<file path="config.mk">
export PLATFORM = sky130hd
export DESIGN_NAME = fine_code_selector
export DESIGN_NICKNAME = d
export VERILOG_FILES = /design/src/rtl/fcs_pkg.sv /design/src/rtl/fcs_line_slot.sv /design/src/rtl/fcs_code_qualify.sv /design/src/rtl/fcs_merge.sv /design/src/rtl/fine_code_selector.sv
export SDC_FILE = /design/constraint.sdc
export NUM_CORES = 1
export LEC_CHECK = 0
export ABC_CLOCK_PERIOD_IN_PS = 3650
export BUFFER_PORTS_ARGS = -buffer_cell sky130_fd_sc_hd__buf_2
export CELL_PAD_IN_SITES_DETAIL_PLACEMENT = 0
export CELL_PAD_IN_SITES_GLOBAL_PLACEMENT = 1
export CORE_MARGIN = 1
export CORE_UTILIZATION = 40
export DETAILED_ROUTE_END_ITERATION = 7
export PLACE_DENSITY_LB_ADDON = 0.3
export RECOVER_POWER = 25
export SYNTH_ARGS = -nofsm -noshare
export SYNTH_HDL_FRONTEND = slang
export SYNTH_HIERARCHICAL = 1
export SYNTH_SLANG_ARGS = --single-unit
</file>
<file path="constraint.sdc">
create_clock -name clk -period 3.65 [get_ports clk]
set_input_delay 0.73 -clock clk [delete_from_list [all_inputs] [get_ports clk]]
set_output_delay 0.73 -clock clk [all_outputs]
set_load 0.01 [all_outputs]
</file>
<file path="src/rtl/fcs_pkg.sv">
package fcs_pkg;

  typedef enum logic {
    LINE_RISE = 1'b0,
    LINE_FALL = 1'b1
  } line_sel_e;

  localparam int NUM_LINES = 2;

endpackage

</file>
<file path="src/rtl/fcs_line_slot.sv">
module fcs_line_slot #(
  parameter int W = 8
) (
  input  logic         clk,
  input  logic         rst_n,
  input  logic         in_valid,
  output logic         in_ready,
  input  logic [W-1:0] in_data,
  input  logic         take,
  output logic         eff_valid,
  output logic [W-1:0] eff_data
);

  logic         full_q;
  logic [W-1:0] held_q;

  assign in_ready  = !full_q;
  assign eff_valid = full_q | in_valid;
  assign eff_data  = full_q ? held_q : in_data;

  always_ff @(posedge clk or negedge rst_n) begin
    if (!rst_n) begin
      full_q <= 1'b0;
      held_q <= '0;
    end else if (take) begin
      full_q <= 1'b0;
    end else if (in_valid && !full_q) begin
      full_q <= 1'b1;
      held_q <= in_data;
    end
  end

  // A parked code stays put until its partner arrives
  p_slot_hold_r9: assert property (@(posedge clk) disable iff (!rst_n)
    (full_q && !take) |=> (full_q && $stable(held_q)));

  // Ready is withdrawn once a code is parked
  p_slot_block_r8: assert property (@(posedge clk) disable iff (!rst_n)
    (in_valid && in_ready && !take) |=> !in_ready);

endmodule

</file>
<file path="src/rtl/fcs_code_qualify.sv">
module fcs_code_qualify #(
  parameter int CODE_W  = 8,
  parameter int MAXCODE = 127,
  parameter int GUARD   = 2
) (
  input  logic [CODE_W-1:0] raw_code,
  output logic [CODE_W-1:0] sat_code,
  output logic              ambiguous,
  output logic [CODE_W-1:0] margin
);

  localparam logic [CODE_W-1:0] MAX_C   = CODE_W'(MAXCODE);
  localparam logic [CODE_W-1:0] GUARD_C = CODE_W'(GUARD);

  logic [CODE_W-1:0] to_top;

  always_comb begin
    sat_code  = (raw_code > MAX_C) ? MAX_C : raw_code;
    ambiguous = (sat_code < GUARD_C);
    to_top    = MAX_C - sat_code;
    margin    = (sat_code < to_top) ? sat_code : to_top;
  end

endmodule

</file>
<file path="src/rtl/fcs_merge.sv">
module fcs_merge
  import fcs_pkg::*;
#(
  parameter int CODE_W     = 8,
  parameter int FINE_W     = 9,
  parameter int COARSE_W   = 16,
  parameter int HALF_CODES = 120
) (
  input  logic [CODE_W-1:0]   rise_sat,
  input  logic                rise_amb,
  input  logic [CODE_W-1:0]   rise_margin,
  input  logic [CODE_W-1:0]   fall_sat,
  input  logic                fall_amb,
  input  logic [CODE_W-1:0]   fall_margin,
  input  logic [COARSE_W-1:0] coarse_in,
  output logic [FINE_W-1:0]   fine,
  output line_sel_e           line,
  output logic [COARSE_W-1:0] coarse_out
);

  localparam int SUM_W = FINE_W + 1;
  localparam logic [SUM_W-1:0] HALF_C   = SUM_W'(HALF_CODES);
  localparam logic [SUM_W-1:0] PERIOD_C = SUM_W'(2 * HALF_CODES);

  logic             pick_fall;
  logic [SUM_W-1:0] shifted;
  logic             wraps;

  always_comb begin
    if (rise_amb != fall_amb) begin
      pick_fall = rise_amb;
    end else if (!rise_amb) begin
      pick_fall = (fall_margin > rise_margin);
    end else begin
      pick_fall = 1'b0;
    end

    shifted = SUM_W'(fall_sat) + HALF_C;
    wraps   = (shifted >= PERIOD_C);

    if (pick_fall) begin
      line       = LINE_FALL;
      fine       = wraps ? FINE_W'(shifted - PERIOD_C) : FINE_W'(shifted);
      coarse_out = wraps ? coarse_in + COARSE_W'(1) : coarse_in;
    end else begin
      line       = LINE_RISE;
      fine       = FINE_W'(rise_sat);
      coarse_out = coarse_in;
    end
  end

endmodule

</file>
<file path="src/rtl/fine_code_selector.sv">
module fine_code_selector
  import fcs_pkg::*;
#(
  parameter int CODE_W     = 8,
  parameter int MAXCODE    = 127,
  parameter int GUARD      = 2,
  parameter int HALF_CODES = 120,
  parameter int FINE_W     = 9,
  parameter int COARSE_W   = 16
) (
  input  logic                clk,
  input  logic                rst_n,
  input  logic                rise_valid,
  output logic                rise_ready,
  input  logic [CODE_W-1:0]   rise_code,
  input  logic [COARSE_W-1:0] rise_coarse,
  input  logic                fall_valid,
  output logic                fall_ready,
  input  logic [CODE_W-1:0]   fall_code,
  output logic                out_valid,
  input  logic                out_ready,
  output logic [FINE_W-1:0]   out_fine,
  output logic                out_line,
  output logic [COARSE_W-1:0] out_coarse
);

  localparam int PERIOD_CODES = 2 * HALF_CODES;
  localparam int RISE_W       = CODE_W + COARSE_W;

  logic                eff_valid [NUM_LINES];
  logic [CODE_W-1:0]   eff_code  [NUM_LINES];
  logic [CODE_W-1:0]   sat_code  [NUM_LINES];
  logic                amb       [NUM_LINES];
  logic [CODE_W-1:0]   margin    [NUM_LINES];
  logic [RISE_W-1:0]   rise_eff;
  logic [COARSE_W-1:0] eff_coarse;
  logic                out_can;
  logic                fire;
  logic [FINE_W-1:0]   m_fine;
  line_sel_e           m_line;
  logic [COARSE_W-1:0] m_coarse;

  assign out_can = !out_valid || out_ready;
  assign fire    = eff_valid[0] && eff_valid[1] && out_can;

  fcs_line_slot #(.W(RISE_W)) u_rise_slot (
    .clk       (clk),
    .rst_n     (rst_n),
    .in_valid  (rise_valid),
    .in_ready  (rise_ready),
    .in_data   ({rise_coarse, rise_code}),
    .take      (fire),
    .eff_valid (eff_valid[0]),
    .eff_data  (rise_eff)
  );

  assign eff_code[0] = rise_eff[CODE_W-1:0];
  assign eff_coarse  = rise_eff[RISE_W-1:CODE_W];

  fcs_line_slot #(.W(CODE_W)) u_fall_slot (
    .clk       (clk),
    .rst_n     (rst_n),
    .in_valid  (fall_valid),
    .in_ready  (fall_ready),
    .in_data   (fall_code),
    .take      (fire),
    .eff_valid (eff_valid[1]),
    .eff_data  (eff_code[1])
  );

  for (genvar g = 0; g < NUM_LINES; g++) begin : g_qual
    fcs_code_qualify #(
      .CODE_W  (CODE_W),
      .MAXCODE (MAXCODE),
      .GUARD   (GUARD)
    ) u_qual (
      .raw_code  (eff_code[g]),
      .sat_code  (sat_code[g]),
      .ambiguous (amb[g]),
      .margin    (margin[g])
    );
  end

  fcs_merge #(
    .CODE_W     (CODE_W),
    .FINE_W     (FINE_W),
    .COARSE_W   (COARSE_W),
    .HALF_CODES (HALF_CODES)
  ) u_merge (
    .rise_sat    (sat_code[0]),
    .rise_amb    (amb[0]),
    .rise_margin (margin[0]),
    .fall_sat    (sat_code[1]),
    .fall_amb    (amb[1]),
    .fall_margin (margin[1]),
    .coarse_in   (eff_coarse),
    .fine        (m_fine),
    .line        (m_line),
    .coarse_out  (m_coarse)
  );

  always_ff @(posedge clk or negedge rst_n) begin
    if (!rst_n) begin
      out_valid  <= 1'b0;
      out_fine   <= '0;
      out_line   <= 1'b0;
      out_coarse <= '0;
    end else if (fire) begin
      out_valid  <= 1'b1;
      out_fine   <= m_fine;
      out_line   <= m_line;
      out_coarse <= m_coarse;
    end else if (out_ready) begin
      out_valid  <= 1'b0;
    end
  end

  // Result is frozen under back-pressure
  p_out_hold_r9: assert property (@(posedge clk) disable iff (!rst_n)
    (out_valid && !out_ready) |=>
      (out_valid && $stable(out_fine) && $stable(out_line) && $stable(out_coarse)));

  // Fine time never leaves one clock period
  p_fine_range_r5: assert property (@(posedge clk) disable iff (!rst_n)
    out_valid |-> (out_fine < FINE_W'(PERIOD_CODES)));

  // Rising-line results stay inside the saturated code range
  p_rise_range_r6: assert property (@(posedge clk) disable iff (!rst_n)
    (out_valid && out_line == LINE_RISE) |-> (out_fine <= FINE_W'(MAXCODE)));

  // An ambiguous rising code with a clean partner is never chosen
  p_guard_r2: assert property (@(posedge clk) disable iff (!rst_n)
    (fire && amb[0] && !amb[1]) |=> (out_line == LINE_FALL));

  // A stalled output drops no pair and loads nothing new
  p_one_per_pair_r10: assert property (@(posedge clk) disable iff (!rst_n)
    (eff_valid[0] && eff_valid[1] && !out_can) |=> out_valid);

endmodule

</file>
After elaboration in Yosys (flattened, before gate mapping)
Cells that the tools add are included.
{"block": "word_totals", "register_bits": 61, "latch_bits": 0, "ramBits": 0, "rom_bits": 0, "output_inout_bits": 29, "memories": 0}
{"block": "op_classes", "add_sub_neg": 5, "multipliers": 0, "div": 0, "n_lt_le_gt_ge": 8, "n_eq_ne": 1, "shift": 0, "n_mux": 19, "n_bitwise": 3, "reduce_logical": 13}
{"cell": "$mux 8", "count": 5}
{"cell": "$mux 16", "count": 2}
{"cell": "$mux 24", "count": 1}
{"cell": "$mux 9", "count": 2}
{"cell": "$add 16x1->16 const B", "count": 1}
{"cell": "$gt 8x7->1 const B", "count": 2}
{"cell": "$lt 8x2->1 const B", "count": 2}
{"cell": "$lt 8x8->1", "count": 2}
{"cell": "$sub 7x8->8 const A", "count": 2}
{"cell": "$ge 10x8->1 const B", "count": 1}
{"cell": "$add 8x7->9 const B", "count": 1}
{"cell": "$mux 1", "count": 9}
{"cell": "$sub 9x8->9 const B", "count": 1}
{"cell": "$gt 8x8->1", "count": 1}
{"cell": "$reduce_bool 2->1", "count": 3}
{"cell": "$logic_and 1x1->1", "count": 4}
{"cell": "$reduce_and 2->1", "count": 2}
{"cell": "$logic_not 1->1", "count": 3}
{"cell": "$or 1x1->1", "count": 2}
{"cell": "$logic_or 1x1->1", "count": 1}
{"cell": "$ne 1x1->1", "count": 1}
{"cell": "$not 1->1", "count": 1}

Depth between registers and ports, before layout
{"block": "depth", "depth_word": 10, "depth_mapped": 17, "depth_no_buf": 13}

By module
The synthesis kept the hierarchy.
{"mod": "fcs_line_slot at u_rise_slot", "instances": 1, "cells_per_inst": 82, "area_per_inst_um2": 1244.9, "seq_area_each_um2": 625.6}
{"mod": "fine_code_selector", "instances": 1, "cells_per_inst": 60, "area_per_inst_um2": 1114.8, "seq_area_each_um2": 675.6}
{"mod": "fcs_merge", "instances": 1, "cells_per_inst": 130, "area_per_inst_um2": 893.4, "seq_area_each_um2": 0.0}
{"mod": "fcs_line_slot at u_fall_slot", "instances": 1, "cells_per_inst": 30, "area_per_inst_um2": 445.4, "seq_area_each_um2": 225.2}
{"mod": "fcs_code_qualify", "instances": 2, "cells_per_inst": 27, "area_per_inst_um2": 175.2, "seq_area_each_um2": 0.0}

Worst setup path before layout
No wires, ideal clock.
{"block": "synth_path", "path_kind": "input to register", "startpoint": "input port fall_code[7]", "endpoint": "register out_coarse[11]", "arrival_time_ns": 3.790, "required_ns": 3.525, "path_slack_ns": -0.265, "path_stages": 15, "path_buffers": 3, "cell_sequence": "mux2_2 > clkbuf_1 > or2_1 > inv_1 > ha_1 > xor2_1 > ha_1 > or4b_1 > o21a_1 > a32o_1 > buf_6 > buf_8 > nor4_1 > xor2_1 > mux2_4"}
{"element": "start: declaration", "line_no": "fine_code_selector.sv:19", "source": "input logic [CODE_W-1:0] fall_code,"}
{"element": "end signal: assignment", "line_no": "fine_code_selector.sv:112", "source": "out_coarse <= m_coarse;"}
{"element": "end: declaration", "line_no": "fine_code_selector.sv:24", "source": "output logic [COARSE_W-1:0] out_coarse"}

==> results.json <==
{
  "status": "finished with violations",
  "violations": "capacitance limit, slew limit",
  "synth_seq_cells": 61,
  "placed_cells": 562,
  "leakagePower_nw": 2.17,
  "worstReg2RegEnd": "out_coarse[6]$_DFFE_PN0P_",
  "hp-class": "reg2reg",
  "fp.dieW_um": 103,
  "rrSetupSlack_ns": 0.15,
  "cp_max_fo": 13,
  "synth_top_area_share_pct": 37.7,
  "seqCellArea_um2": 1530,
  "clockBufferDepth": 2,
  "crit_required_ns": 3.89,
  "synth_top_family_by_area": "multiplexers",
  "synth_common_cells": "mux2_2 (74), dfrtp_1 (61), inv_1 (19), mux2_4 (19)",
  "highest_layer": "met4",
  "cts_tree": "built",
  "drtIter0Drc": 98,
  "finalHoldViolCount": 0,
  "report.final.slew_viol_count": 44,
  "setup.worst_path.class": "reg2reg",
  "synth_compound_area_share_pct": 3.34,
  "whs_endpoint": "u_rise_slot/held_q[22]$_DFFE_PN0P_",
  "ant_nets": 0,
  "clk_pin_slew_worst_paths_ns": 0.08,
  "wire_per_inst_um": 14.7,
  "antennaDiodeCount": 0,
  "cap_violations": 1,
  "yosys.area_share.simple_pct": 13.5,
  "finalInstanceArea_um2": 4990,
  "grt_pass1_vias": 2947,
  "slowest_stage": "or4b_1",
  "met2WireLength_um": 4290,
  "cp.arrival_ns": 3.74,
  "fillers": 908,
  "cts_setup_buffers": 0,
  "cts_made_buffers": 9,
  "synth.most_common_cell": "mux2_2",
  "die_area_um2": 10500,
  "rr_worst_depth": 12,
  "multi_input_area_um2": 2470,
  "timing.slew.headroom_pct": -55.2,
  "met3WireLength_um": 312,
  "worst_slack_ns": 0.145,
  "io_pins": 66,
  "dp_hpwl_um": 6480,
  "fin_util_pct": 51.0,
  "rows": 36,
  "grt_remaining_overflow": 0,
  "synth_xor_area_share_pct": 6.92,
  "hold_path.startpoint": "u_rise_slot/held_q[22]$_DFFE_PN0P_",
  "power.total_mw": 4.25,
  "endpoint_kind": "flip-flop",
  "drt_pass1_iterations": 4,
  "finClkSkew_ns": 0.00980,
  "ir_worst_vdd_mv": 0.337,
  "synthArstFlopShare_pct": 100,
  "drive_gt1_share_pct": 53.5,
  "ys_types": 47,
  "synth_area_leader_cell": "dfrtp_1",
  "synth_fa_ha_area_share_pct": 3.40,
  "start_kind": "flip-flop",
  "cpPeakStageDelay_ns": 0.45,
  "holdPathStages": 1,
  "yosys_warnings": 6,
  "synth_cells": 356,
  "ys.flop_type": "dfrtp_1",
  "initial_core_util_pct": 41.4,
  "timing.rr.start": "u_fall_slot/full_q$_DFFE_PN0P_",
  "vias": 2865,
  "muxShareOfSynthArea_pct": 28.4,
  "worst_pin_slew_ns": 2.33,
  "cp_cell_sequence": "mux2_2 > or2_4 > inv_2 > ha_4 > xor2_2 > ha_2 > or4b_1 > o21a_1 > a32o_4 > nor4_1 > xor2_1 > mux2_4",
  "track_usage_pct": 17.9,
  "routed_wl_um": 8500,
  "synth_area_leaders": "dfrtp_1 (38%), mux2_2 (21%), mux2_4 (7.0%)",
  "synth_area_um2": 4050,
  "grt_antenna_before_repair": 0,
  "power_density_nw_per_um2": 852,
  "synthToLayoutAreaGrowth_pct": 23.1,
  "clock_latency_ns": 0.34,
  "yosysSeqAreaShare_pct": 37.7,
  "synth_edf_count": 0,
  "layout.nets": 488,
  "grt_max_degree": 44,
  "routed_via_density": 4.96,
  "clockRootBuffer": "clkbuf_8",
  "fin_crit_ns": 3.50,
  "gp_congestion": 0.814,
  "numPortBuffers": 65,
  "place_area_um2": 4720,
  "pre_cts_ws_ns": -0.287,
  "coreArea_um2": 9770,
  "rsz0062_at_grt": "false",
  "synth.avg_cell_area_um2": 11.4,
  "drc": 0,
  "setup-tns-final_ns": 0,
  "die_h_um": 103,
  "report.final.setup_viol": 0,
  "cts_num_sinks": 61,
  "max_freq_mhz": 285,
  "grt_pass1_wl_um": 14200,
  "stdcell_count": 578,
  "htree_num_levels": 3,
  "wl_met1_um": 3790,
  "holdWs_ns": 0.490,
  "fin_crit_sh_pct": 96.0
}
-- timing repair --
item | in CTS | in global routing
hold buffers | 0 | 0
hold endpoints to repair | 0 | 0
endpoints found under the setup margin | 3 | 17
resized for setup | 1 | 8
-- layer usage --
| metal | up-vias | global-route usage, % |
|---|---|---|
| met5 | - | 0 |
| met4 | 0 | 5.16 |
| met3 | 10 | 4.61 |
| met2 | 62 | 31.0 |
| met1 | 1394 | 21.8 |
| li1 | 1399 | - |
-- where the power goes --
| part | total, mW | switching [mW] | internal, mW |
|---|---|---|---|
| Sequential | 1.19 | 0.182 | 1.01 |
| Clock | 0.684 | 0.282 | 0.402 |
| Combinational | 2.37 | 1.13 | 1.24 |
-- sequential cells by signal (all words and copies together) (netlist names) --
register and count:
out_fine 9, u_rise_slot/held_q 24, u_rise_slot/full_q 1, u_fall_slot/full_q 1, out_coarse 16, out_line 1, u_fall_slot/held_q 8, out_valid 1
-- how the worst max path moves through the flow --
| stage | depth (start not counted) | end | slack [ns] | start |
|---|---|---|---|---|
| after floorplan | 14 | out_coarse[1]$_DFFE_PN0P_ | -0.08 | fall_code[7] |
| after global placement | 13 | out_coarse[6]$_DFFE_PN0P_ | -0.20 | fall_code[7] |
| after detailed placement | 13 | out_coarse[6]$_DFFE_PN0P_ | -0.29 | fall_code[7] |
| after CTS | 12 | out_coarse[6]$_DFFE_PN0P_ | 0.06 | u_fall_slot/full_q$_DFFE_PN0P_ |
| after global routing | 13 | out_coarse[11]$_DFFE_PN0P_ | 0.005 | u_fall_slot/full_q$_DFFE_PN0P_ |
| final | 12 | out_coarse[6]$_DFFE_PN0P_ | 0.15 | u_fall_slot/full_q$_DFFE_PN0P_ |
-- cell families (layout without fill, tap and decap cells) --
kind of cell,after synthesis,count (layout)
AOI/OAI and AO/OA,19,19
xor gates and xnor gates,32,32
adders and majority gates,11,11
buffers and inverters,43,128
DFF,61,61
muxes,96,96
other,2,6
and+or+nand+nor,92,92
-- layout by cell type (no fill, tap or decap), drive strengths merged, types with 2 or more instances in the layout --
cell    instances
mux2           95
buf            91
dfrtp          61
inv            20
or2            17
xnor2          16
xor2           16
nor2           15
nand2          13
clkbuf         11
ha             11
nor4           11
nand4           9
o21ai           7
conb            6
nand3           6
nor3            6
a21oi           4
nor3b           4
nor2b           3
clkinv          3
bufinv          2
or4             2
or3             2
-- worst max-delay path, delay by kind of cell (launching register included) --
family	cells	cell delay, ns
AND/OR/NAND/NOR	3	1.08
multiplexers	2	0.63
AO/OA/AOI/OAI	2	0.58
flip-flops	1	0.43
adder cells (fa/ha/maj)	2	0.35
XOR/XNOR	2	0.28
buffers and inverters	1	0.07
-- final cells by class --
cell class | instances | area share (%)
clock buffer | 10 | 2.76
clock inverter | 6 | 1.73
multi-input combinational | 256 | 49.5
tap | 133 | 3.34
inverter | 20 | 1.51
timing repair buffer | 92 | 10.6
sequential | 61 | 30.6
(Power assumes the default switching activity.)
